--- config.mk ---
export PLATFORM = sky130hd
export DESIGN_NAME = swd_host_engine
export DESIGN_NICKNAME = d
export VERILOG_FILES = /design/src/rtl/swd_host_pkg.sv /design/src/rtl/swd_clk_gen.sv /design/src/rtl/swd_req_header.sv /design/src/rtl/swd_ack_decode.sv /design/src/rtl/swd_data_shifter.sv /design/src/rtl/swd_host_engine.sv
export SDC_FILE = /design/constraint.sdc
export NUM_CORES = 1
export LEC_CHECK = 0
export ABC_AREA = 1
export BUFFER_PORTS_ARGS = -buffer_cell sky130_fd_sc_hd__buf_2
export CAP_MARGIN = 10
export CORE_MARGIN = 5
export CORE_UTILIZATION = 59
export DETAILED_ROUTE_END_ITERATION = 10
export PLACE_DENSITY = 0.78
export SYNTH_ARGS = -nofsm -noshare
export SYNTH_HDL_FRONTEND = slang
export SYNTH_SLANG_ARGS = --single-unit
--- constraint.sdc ---
create_clock -name clk -period 2.15 [get_ports clk]
set_clock_uncertainty 0.05 [all_clocks]
set_input_delay 0.1075 -clock clk [delete_from_list [all_inputs] [get_ports clk]]
set_output_delay 0.1075 -clock clk [all_outputs]
set_load 0.02 [all_outputs]
--- src/rtl/swd_host_pkg.sv ---
package swd_host_pkg;

    localparam int HDR_BITS  = 8;
    localparam int ACK_BITS  = 3;
    localparam int DATA_BITS = 32;

    localparam logic [ACK_BITS-1:0] ACK_OK    = 3'b001;
    localparam logic [ACK_BITS-1:0] ACK_WAIT  = 3'b010;
    localparam logic [ACK_BITS-1:0] ACK_FAULT = 3'b100;

    typedef enum logic [2:0] {
        PH_IDLE,
        PH_HDR,
        PH_TRN_A,
        PH_ACK,
        PH_TRN_W,
        PH_WDATA,
        PH_RDATA,
        PH_TRN_E
    } phase_e;

    typedef struct packed {
        phase_e                 phase;
        logic [5:0]             idx;
        logic [HDR_BITS-1:0]    hdr;
        logic                   rd;
        logic [ACK_BITS-1:0]    ack;
        logic                   sdo;
        logic                   soe;
        logic                   done;
        logic [ACK_BITS-1:0]    r_ack;
        logic                   r_proto;
        logic [DATA_BITS-1:0]   r_data;
        logic                   r_perr;
    } eng_state_t;

endpackage

--- src/rtl/swd_clk_gen.sv ---
module swd_clk_gen #(
    parameter int HALF_DIV = 2
) (
    input  logic clk,
    input  logic rst_n,
    input  logic run,
    output logic sclk_o,
    output logic rise_evt,
    output logic fall_evt
);
    localparam int CW = $clog2(HALF_DIV) + 1;
    localparam logic [CW-1:0] LAST = CW'(HALF_DIV - 1);

    typedef struct packed {
        logic [CW-1:0] cnt;
        logic          sclk;
    } cg_t;

    cg_t cg_d, cg_q;

    always_comb begin
        cg_d = cg_q;
        if (!run) begin
            cg_d.cnt  = '0;
            cg_d.sclk = 1'b0;
        end else if (cg_q.cnt == LAST) begin
            cg_d.cnt  = '0;
            cg_d.sclk = ~cg_q.sclk;
        end else begin
            cg_d.cnt = cg_q.cnt + 1'b1;
        end
    end

    always_ff @(posedge clk or negedge rst_n) begin
        if (!rst_n) cg_q <= '0;
        else        cg_q <= cg_d;
    end

    assign sclk_o   = cg_q.sclk;
    assign rise_evt = run && (cg_q.cnt == LAST) && !cg_q.sclk;
    assign fall_evt = run && (cg_q.cnt == LAST) &&  cg_q.sclk;

    // a stopped generator leaves the serial clock low
    p_clk_low_stopped_r11: assert property (@(posedge clk) disable iff (!rst_n)
        !run |=> !sclk_o);

endmodule

--- src/rtl/swd_req_header.sv ---
module swd_req_header
    import swd_host_pkg::*;
(
    input  logic                ap,
    input  logic                rd,
    input  logic [1:0]          addr,
    output logic [HDR_BITS-1:0] hdr
);
    logic par;

    assign par = ap ^ rd ^ addr[1] ^ addr[0];

    always_comb begin
        hdr      = '0;
        hdr[0]   = 1'b1;
        hdr[1]   = ap;
        hdr[2]   = rd;
        hdr[4:3] = addr;
        hdr[5]   = par;
        hdr[6]   = 1'b0;
        hdr[7]   = 1'b1;
    end

endmodule

--- src/rtl/swd_ack_decode.sv ---
module swd_ack_decode
    import swd_host_pkg::*;
(
    input  logic [ACK_BITS-1:0] ack,
    output logic                ok,
    output logic                proto_err
);
    always_comb begin
        ok        = (ack == ACK_OK);
        proto_err = !((ack == ACK_OK) || (ack == ACK_WAIT) || (ack == ACK_FAULT));
    end

endmodule

--- src/rtl/swd_data_shifter.sv ---
module swd_data_shifter
    import swd_host_pkg::*;
(
    input  logic                 clk,
    input  logic                 rst_n,
    input  logic                 load,
    input  logic [DATA_BITS-1:0] wdata,
    input  logic                 shift_out,
    input  logic                 capture,
    input  logic                 din,
    output logic                 lsb_o,
    output logic                 next_o,
    output logic [DATA_BITS-1:0] data_o,
    output logic                 perr_o
);
    logic [DATA_BITS:0] sh_d, sh_q;

    always_comb begin
        sh_d = sh_q;
        if (load)           sh_d = {^wdata, wdata};
        else if (capture)   sh_d = {din, sh_q[DATA_BITS:1]};
        else if (shift_out) sh_d = {1'b0, sh_q[DATA_BITS:1]};
    end

    always_ff @(posedge clk or negedge rst_n) begin
        if (!rst_n) sh_q <= '0;
        else        sh_q <= sh_d;
    end

    assign lsb_o  = sh_q[0];
    assign next_o = sh_q[1];
    assign data_o = sh_q[DATA_BITS-1:0];
    assign perr_o = ^sh_q;

    // the sequencer asks for at most one shifter operation per cycle
    p_one_op_r6: assert property (@(posedge clk) disable iff (!rst_n)
        $onehot0({load, capture, shift_out}));

endmodule

--- src/rtl/swd_host_engine.sv ---
module swd_host_engine
    import swd_host_pkg::*;
#(
    parameter int HALF_DIV = 2
) (
    input  logic                 clk,
    input  logic                 rst_n,
    input  logic                 req_valid,
    output logic                 req_ready,
    input  logic                 req_ap,
    input  logic                 req_read,
    input  logic [1:0]           req_addr,
    input  logic [DATA_BITS-1:0] req_wdata,
    output logic                 swclk_o,
    output logic                 swdio_o,
    output logic                 swdio_oe,
    input  logic                 swdio_i,
    output logic                 done,
    output logic [ACK_BITS-1:0]  rsp_ack,
    output logic                 rsp_proto_err,
    output logic [DATA_BITS-1:0] rsp_rdata,
    output logic                 rsp_parity_err
);
    localparam logic [5:0] HDR_LAST  = 6'(HDR_BITS - 1);
    localparam logic [5:0] ACK_LAST  = 6'(ACK_BITS - 1);
    localparam logic [5:0] DATA_LAST = 6'(DATA_BITS);

    eng_state_t st_d, st_q;

    logic                 busy;
    logic                 rise_evt, fall_evt;
    logic [HDR_BITS-1:0]  hdr_w;
    logic                 ack_ok, ack_proto;
    logic                 sh_load, sh_shift, sh_cap;
    logic                 sh_lsb, sh_next, sh_perr;
    logic [DATA_BITS-1:0] sh_data;

    assign busy = (st_q.phase != PH_IDLE);

    swd_clk_gen #(.HALF_DIV(HALF_DIV)) clk_gen_i (
        .clk      (clk),
        .rst_n    (rst_n),
        .run      (busy),
        .sclk_o   (swclk_o),
        .rise_evt (rise_evt),
        .fall_evt (fall_evt)
    );

    swd_req_header hdr_i (
        .ap   (req_ap),
        .rd   (req_read),
        .addr (req_addr),
        .hdr  (hdr_w)
    );

    swd_ack_decode ack_i (
        .ack       (st_q.ack),
        .ok        (ack_ok),
        .proto_err (ack_proto)
    );

    swd_data_shifter shifter_i (
        .clk       (clk),
        .rst_n     (rst_n),
        .load      (sh_load),
        .wdata     (req_wdata),
        .shift_out (sh_shift),
        .capture   (sh_cap),
        .din       (swdio_i),
        .lsb_o     (sh_lsb),
        .next_o    (sh_next),
        .data_o    (sh_data),
        .perr_o    (sh_perr)
    );

    always_comb begin
        st_d      = st_q;
        st_d.done = 1'b0;
        sh_load   = 1'b0;
        sh_shift  = 1'b0;
        sh_cap    = 1'b0;

        if (st_q.phase == PH_IDLE) begin
            st_d.sdo = 1'b0;
            st_d.soe = 1'b1;
            if (req_valid) begin
                st_d.phase = PH_HDR;
                st_d.idx   = '0;
                st_d.hdr   = hdr_w;
                st_d.rd    = req_read;
                st_d.ack   = '0;
                st_d.sdo   = hdr_w[0];
                st_d.soe   = 1'b1;
                sh_load    = 1'b1;
            end
        end else if (rise_evt) begin
            if (st_q.phase == PH_ACK)   st_d.ack[st_q.idx[1:0]] = swdio_i;
            if (st_q.phase == PH_RDATA) sh_cap = 1'b1;
        end else if (fall_evt) begin
            case (st_q.phase)
                PH_HDR: begin
                    if (st_q.idx == HDR_LAST) begin
                        st_d.phase = PH_TRN_A;
                        st_d.idx   = '0;
                        st_d.soe   = 1'b0;
                        st_d.sdo   = 1'b0;
                    end else begin
                        st_d.idx = st_q.idx + 1'b1;
                        st_d.sdo = st_q.hdr[3'(st_q.idx + 1'b1)];
                    end
                end
                PH_TRN_A: begin
                    st_d.phase = PH_ACK;
                    st_d.idx   = '0;
                end
                PH_ACK: begin
                    if (st_q.idx == ACK_LAST) begin
                        st_d.idx = '0;
                        if (ack_ok && st_q.rd)  st_d.phase = PH_RDATA;
                        else if (ack_ok)        st_d.phase = PH_TRN_W;
                        else                    st_d.phase = PH_TRN_E;
                    end else begin
                        st_d.idx = st_q.idx + 1'b1;
                    end
                end
                PH_TRN_W: begin
                    st_d.phase = PH_WDATA;
                    st_d.idx   = '0;
                    st_d.soe   = 1'b1;
                    st_d.sdo   = sh_lsb;
                end
                PH_RDATA: begin
                    if (st_q.idx == DATA_LAST) begin
                        st_d.phase = PH_TRN_E;
                        st_d.idx   = '0;
                    end else begin
                        st_d.idx = st_q.idx + 1'b1;
                    end
                end
                PH_WDATA, PH_TRN_E: begin
                    if (st_q.phase == PH_WDATA && st_q.idx != DATA_LAST) begin
                        st_d.idx = st_q.idx + 1'b1;
                        st_d.sdo = sh_next;
                        sh_shift = 1'b1;
                    end else begin
                        st_d.phase   = PH_IDLE;
                        st_d.idx     = '0;
                        st_d.sdo     = 1'b0;
                        st_d.soe     = 1'b1;
                        st_d.done    = 1'b1;
                        st_d.r_ack   = st_q.ack;
                        st_d.r_proto = ack_proto;
                        st_d.r_data  = (st_q.rd && ack_ok) ? sh_data : '0;
                        st_d.r_perr  = st_q.rd && ack_ok && sh_perr;
                    end
                end
                default: st_d.phase = PH_IDLE;
            endcase
        end
    end

    always_ff @(posedge clk or negedge rst_n) begin
        if (!rst_n) begin
            st_q       <= '0;
            st_q.phase <= PH_IDLE;
            st_q.soe   <= 1'b1;
        end else begin
            st_q <= st_d;
        end
    end

    assign req_ready      = !busy;
    assign swdio_o        = st_q.sdo;
    assign swdio_oe       = st_q.soe;
    assign done           = st_q.done;
    assign rsp_ack        = st_q.r_ack;
    assign rsp_proto_err  = st_q.r_proto;
    assign rsp_rdata      = st_q.r_data;
    assign rsp_parity_err = st_q.r_perr;

    // host line values never move on a rising serial clock edge
    p_stable_at_rise_r9: assert property (@(posedge clk) disable iff (!rst_n)
        $rose(swclk_o) |-> ($stable(swdio_o) && $stable(swdio_oe)));

    // idle engine keeps clock low and drives line low
    p_idle_line_r11: assert property (@(posedge clk) disable iff (!rst_n)
        req_ready |-> (!swclk_o && swdio_oe && !swdio_o));

    // the first driven bit of a transaction is the start bit
    p_start_bit_r1: assert property (@(posedge clk) disable iff (!rst_n)
        $fell(req_ready) |-> (swdio_o && swdio_oe));

    // line released through turnaround and acknowledge
    p_release_ack_r3: assert property (@(posedge clk) disable iff (!rst_n)
        (st_q.phase == PH_TRN_A || st_q.phase == PH_ACK) |-> !swdio_oe);

    // done is a single-cycle pulse and coincides with idle
    p_done_pulse_r10: assert property (@(posedge clk) disable iff (!rst_n)
        done |=> !done);
    p_done_idle_r10: assert property (@(posedge clk) disable iff (!rst_n)
        done |-> req_ready);

    // no parity error reported for a write
    p_perr_read_only_r8: assert property (@(posedge clk) disable iff (!rst_n)
        (done && !$past(st_q.rd)) |-> !rsp_parity_err);

endmodule

**Word-level counts from Yosys, hierarchy flattened**

Cells that the tools add are included.

- Flip-flop bits (word level): 96
- Input port bits: 40
- Output and inout bits: 42
- Word-level logic and storage cells: 130

- $add $sub $neg: 2
- Order comparisons: 3
- Eq/ne operators: 22
- Mux-type cells: 50
- Bitwise operators: 7
- Reduce and logical (&&, ||, !) cells: 31

Operators with widths:

| kind | count |
|---|---|
| two-way mux 33 bit | 3 |
| two-way mux 40 bit | 2 |
| two-way mux 38 bit | 2 |
| two-way mux 39 bit | 1 |
| XOR reduction 33 bit | 1 |
| two-way mux 32 bit | 1 |
| XOR reduction 32 bit | 1 |
| case mux 6 bit (5 select lines) | 1 |
| two-way mux 9 bit | 3 |
| two-way mux 6 bit | 4 |
| two-way mux 23 bit | 1 |
| two-way mux 3 bit | 7 |
| case mux 3 bit (6 select lines) | 1 |
| two-way mux 1 bit | 16 |
| == test 3 bit (second input constant) | 5 |
| AND reduction 5 bit | 2 |
| == test 3 x 2 -> 1 bit (second input constant) | 3 |
| logical AND 1 bit | 7 |
| AND reduction 7 bit | 1 |
| adder 6 x 1 -> 6 bit (second input constant) | 1 |
| == test 3 x 1 -> 1 bit (second input constant) | 2 |
| == test 6 x 2 -> 1 bit (second input constant) | 1 |
| == test 6 x 3 -> 1 bit (second input constant) | 1 |
| == test 6 bit (second input constant) | 1 |
| other kinds (29) | 47 |

**Logic depth before layout (Yosys ltp)**

- Depth after elaboration: 10
- Depth in mapped cells: 15
- Mapped depth without buffers: 15

**Cells and area by module**

A second synthesis with hierarchy kept.

- Cells, all modules: 898
- Area, all modules: 6427.4 µm²

By module, submodules not included:

| module | instances | cells an instance | area an instance (µm²) | sequential area each (µm²) |
|---|---|---|---|---|
| swd_host_engine | 1 | 382 | 3186.8 | 1527.7 |
| swd_data_shifter | 1 | 466 | 2941.6 | 825.8 |
| swd_clk_gen | 1 | 18 | 135.1 | 75.1 |
| swd_req_header | 1 | 25 | 131.4 | 0.0 |
| swd_ack_decode | 1 | 7 | 32.5 | 0.0 |

**Worst setup path before layout**

Ideal clock, no wire load.

- Path type: reg2reg
- Start: register st_q[52] (netlist name)
- End: register st_q (netlist bit rsp_rdata[0])
- Library setup time: 0.074 ns
- Data arrival time: 1.804 ns
- Required time: 2.026 ns
- Path slack: 0.222 ns
- Stages on the path, launching flop included: 10
- Path buffers: 1
- Period minus slack after synthesis: 1.928 ns
- Cells stage by stage: dfrtp_1 inv_1 ha_1 nand3_1 o211ai_4 nand2_1 nor2_4 nand4_4 buf_6 o21ai_2

- Cells in the longest elaborated chain, start to end: 4

Ends and longest elaborated chain:

| what | line | RTL |
|---|---|---|
| start, declared | swd_host_engine.sv:28 | `eng_state_t st_d, st_q;` |
| start signal, assigned | swd_host_engine.sv:168 | `st_q <= st_d;` |
| inequality test 6 bit | swd_host_engine.sv:141 | `if (st_q.phase == PH_WDATA && st_q.idx != DATA_LAST) begin` |
| logical AND 1 bit | swd_host_engine.sv:141 |  |
| NOT 1 bit (no line) | -- |  |
| AND reduction 5 bit (no line) | -- |  |

No other way between the ends.
A chain may end at the register's enable or synchronous reset.

**Worst setup path after layout**

- Start: register st_q[59] (netlist name)
- End: register shifter_i.sh_q[15]

- Cells in the longest elaborated chain, start to end: 8
- Elaborated cells between the ends (all ways): 22
- Those cells by class: 3 x eq/ne; 11 x mux; 8 x reduce/logical

Ends and longest elaborated chain:

| what | line | RTL |
|---|---|---|
| == test 3 bit | swd_host_engine.sv:100, swd_host_engine.sv:141 |  |
| logical AND 1 bit | swd_host_engine.sv:141 |  |
| two-way mux 1 bit | swd_host_engine.sv:141 |  |
| two-way mux 1 bit | swd_host_engine.sv:100 | `case (st_q.phase)` |
| two-way mux 1 bit | swd_host_engine.sv:99 | `end else if (fall_evt) begin` |
| two-way mux 1 bit | swd_host_engine.sv:96 | `end else if (rise_evt) begin` |
| two-way mux 1 bit | swd_host_engine.sv:83 | `if (st_q.phase == PH_IDLE) begin` |
| nonzero test 3 bit (no line) | -- |  |
| end signal, assigned | swd_data_shifter.sv:26 | `if (!rst_n) sh_q <= '0;` |
| end signal, assigned | swd_data_shifter.sv:27 | `else sh_q <= sh_d;` |
| end, declared | swd_data_shifter.sv:16 | `logic [DATA_BITS:0] sh_d, sh_q;` |

Several ways; a longest one is shown, not always the timed one.

==> metrics <==
Synth cell types 38; HP Class primary input to register; Skew-Pair Late Insertion Delay ~0.38 ns; Clk pin slew, worst setup/hold paths approximately 0.09 ns; top post-synthesis cells by area dfrtp_1, nand2_1, inv_1; clock share of power 14.0%; worst path bufs/invs 4; synthesized area per cell about 7.3 sq um; gpl congestion 0.937; final cell count without fillers 1,053; Slew HR 69.0%; Levels on crit path 11; worst-path fanout max 8; Lkg Pwr ~0.0038 uW; Critical Path Sink Type register; Yosys top cell area share between 30% and 40%; largest net degree at the start of global routing 65; Max Clk Rate 0.481 GHz; CP max stage delay 0.45 ns; layout cells sized above 1 18.9%; area grow syn2layout 16.0%; Tot Pwr 8780 uW; router iterations before antenna repair 5; area of the multi-input gates between 2000 and 3000 sq um; FF+latch count, synth 94; cell repeated most along the worst path buf_4; core area 10,100 sq um; Final nets 956; port bufs between 80 and 90; fin crit period 2.08 ns; Rows 37; Boundary Pins 82; Starting Density 59.5%; final hold viol count 0; Worst Max-Slew Pin Slew 0.464 ns; DP Cell Count 996; Fill cells ~840; CTS Root Cell clkbuf_8; routed via count roughly 5,600; Overall Global Routing Usage 23.4%; H-tree levels 3; final core utilization 69.0%; register area share after synthesis 39.0%; switch share about 48%; peak supply drop 653 uV; FF+latch area 2350 sq um; final wirelength 15,000 microns; period utilization 96.6%; Cells on Worst Hold Path 3; Psw 4190 uW; antenna violations before repair 0; post-DP HPWL 10,100 microns; Die ar. 12,300 sq um; pwr dens 1260 nW/um^2; post-place setup slack 0.0843 ns; Die H 111 microns; YS warnings 0; syn_nets between 800 and 900; Worst Slack Setup Final 0.0727 ns; Worst R2R Path Depth 11; Critical-path top delay cell dfrtp_1; CTS tree yes; critical path's top delay family buffers and inverters; Final setup viols 0; post-synth top area cell dfrtp_1; Final Hold Slack 0.00814 ns; CTS Buf Count 9; max_cap viols 0; CP Cell Sequence inv_4, nand2_4, nor2_4, buf_4, nor3_1, buf_4, nand2_2, nand3_4, clkbuf_16, o211ai_1, o21ai_1; crit path kind register to register; cell area after synthesis 6030 sq um; n_diodes 0; grt total ovfl 0; combinational power share 54.5%; CP arrival between 2 and 2.5 ns; internal power 4590 uW; crit path launch type register; CTS max path bufs 2; Vias per Instance 5.28; Final ANT Viol Nets 0; clk sink count 94; final max-slew violation count 0; worst endpoint required time approximately 2.4 ns; number of global-route vias before repair about 5,300; DR WL/cell 14.2 microns; DRC 0; drt initial violations 345; status complete, no violations; Mapped Cells 824; Die Wd around 110 microns; sequential share of power 31.5%; first-pass GRT wire length 24,000 microns
==> cells in the mapped netlist <==
library cell	number
nand2_1	333
dfrtp_1	93
inv_1	79
o21ai_0	48
nor2_1	36
buf_4	35
o211ai_1	32
o21ai_2	30
xnor2_1	21
nand3_1	17
buf_2	13
xor2_1	13
inv_2	9
o21ai_1	9
a21oi_1	7
buf_6	7
nor3_1	7
nand4_1	6
ha_1	4
o22ai_1	4
buf_1	2
nand2_2	2
nor2_4	2
a21boi_1	1
clkinv_1	1
dfstp_2	1
nand2_4	1
nand3_4	1
nand3b_1	1
nand4_2	1
nand4_4	1
nor3_4	1
o211ai_4	1
o21bai_1	1
o221ai_1	1
o311ai_0	1
o31ai_1	1
or2_2	1
==> what timing repair did <==
item	4_1_cts	5_1_grt
gates resized for setup	0	14
hold endpoints to repair	63	0
hold buffers	30	0
setup endpoints to repair	0	72
setup buffers	0	6
==> stage by stage <==
| stage | instance area, sq um | setup TNS [ns] |
|---|---|---|
| detailed placement | 6320 | 0 |
| CTS | 6820 | 0 |
| floorplan | 6030 | 0 |
| global route | 6990 | -0.154 |
| global placement | 6320 | 0 |
| finish | 6990 | 0 |
==> placed cells by master (no fill, tap or decap), drive strengths merged, types with 2 or more instances in the layout <==
master / synthesis / routed
nand2: 336 / 336
buf: 57 / 101
dfrtp: 93 / 93
inv: 88 / 88
o21ai: 87 / 87
nor2: 38 / 38
o211ai: 33 / 33
dlygate4sd3: 0 / 30
xnor2: 21 / 21
nand3: 18 / 18
clkbuf: 0 / 16
xor2: 13 / 13
nor3: 8 / 8
nand4: 8 / 8
a21oi: 7 / 7
o22ai: 4 / 4
ha: 4 / 4
clkinv: 1 / 2
==> path summary, 6_finish.rpt <==
kind,from,end,slack [ns]
min in group asynchronous,rst_n,clk_gen_i.sclk_o,0.15
max in group asynchronous,rst_n,st_q[46],1.15
worst max register to register,st_q[59],shifter_i.sh_q[15],0.07
worst min-delay path,req_wdata[19],shifter_i.sh_q[19],0.008
worst min register to register,clk_gen_i.cg_q[1],clk_gen_i.cg_q[1],0.40
worst max-delay path,st_q[59],shifter_i.sh_q[15],0.07
==> worst reg2reg max path, stage by stage, from the launching register on <==
cell	delay (ns)
dfrtp_1	0.45
inv_4	0.13
nand2_4	0.06
nor2_4	0.17
buf_4	0.18
nor3_1	0.05
buf_4	0.15
nand2_2	0.08
nand3_4	0.17
clkbuf_16	0.23
o211ai_1	0.10
o21ai_1	0.12
==> routing by layer <==
metal  GRT usage (%)  vias up  wire length [microns]
li1                -     2760                      -
met1            29.4     2557                   6350
met2            40.0      197                   7320
met3            3.77       42                    874
met4            9.41        0                    423
met5               0        -                      0
==> kinds of logic (layout without fill, tap and decap cells) <==
| family | Yosys count | after routing | synth area share (%) |
|---|---|---|---|
| flip-flops | 94 | 94 | 39.0 |
| AO/OA/AOI/OAI | 136 | 136 | 15.1 |
| adder cells (fa/ha/maj) | 4 | 4 | 0.830 |
| XOR/XNOR | 34 | 34 | 4.94 |
| AND/OR/NAND/NOR | 410 | 410 | 27.7 |
| buffers and inverters | 146 | 239 | 12.4 |
==> power groups by stage <==
| stage | clock network (uW) | logic (uW) | registers (uW) |
|---|---|---|---|
| after global placement | 0 | 4190 | 2740 |
| final | 1230 | 4780 | 2760 |
| after CTS | 1250 | 4440 | 2750 |
| after detailed placement | 0 | 4380 | 2780 |
| after global routing | 1310 | 5450 | 2840 |
| after floorplan | 0 | 3480 | 2740 |
==> cell type report <==
class / instances / share of cell area (%)
clock buffer: 13 / 2.27
inverter: 89 / 4.85
tap: 136 / 2.43
clock inverter: 3 / 0.608
timing repair buffer: 134 / 14.2
multi-input combinational: 584 / 42.0
sequential: 94 / 33.7
==> state kept, by name, summed over array words and instances, names as in the netlist <==
signal,count
rsp_ack,3
clk_gen_i.sclk_o,1
shifter_i.sh_q,33
rsp_parity_err,1
swdio_oe,1
swdio_o,1
rsp_rdata,32
st_q,18
done,1
rsp_proto_err,1
clk_gen_i.cg_q,2
Note: power is estimated with default switching activity, not from simulation.
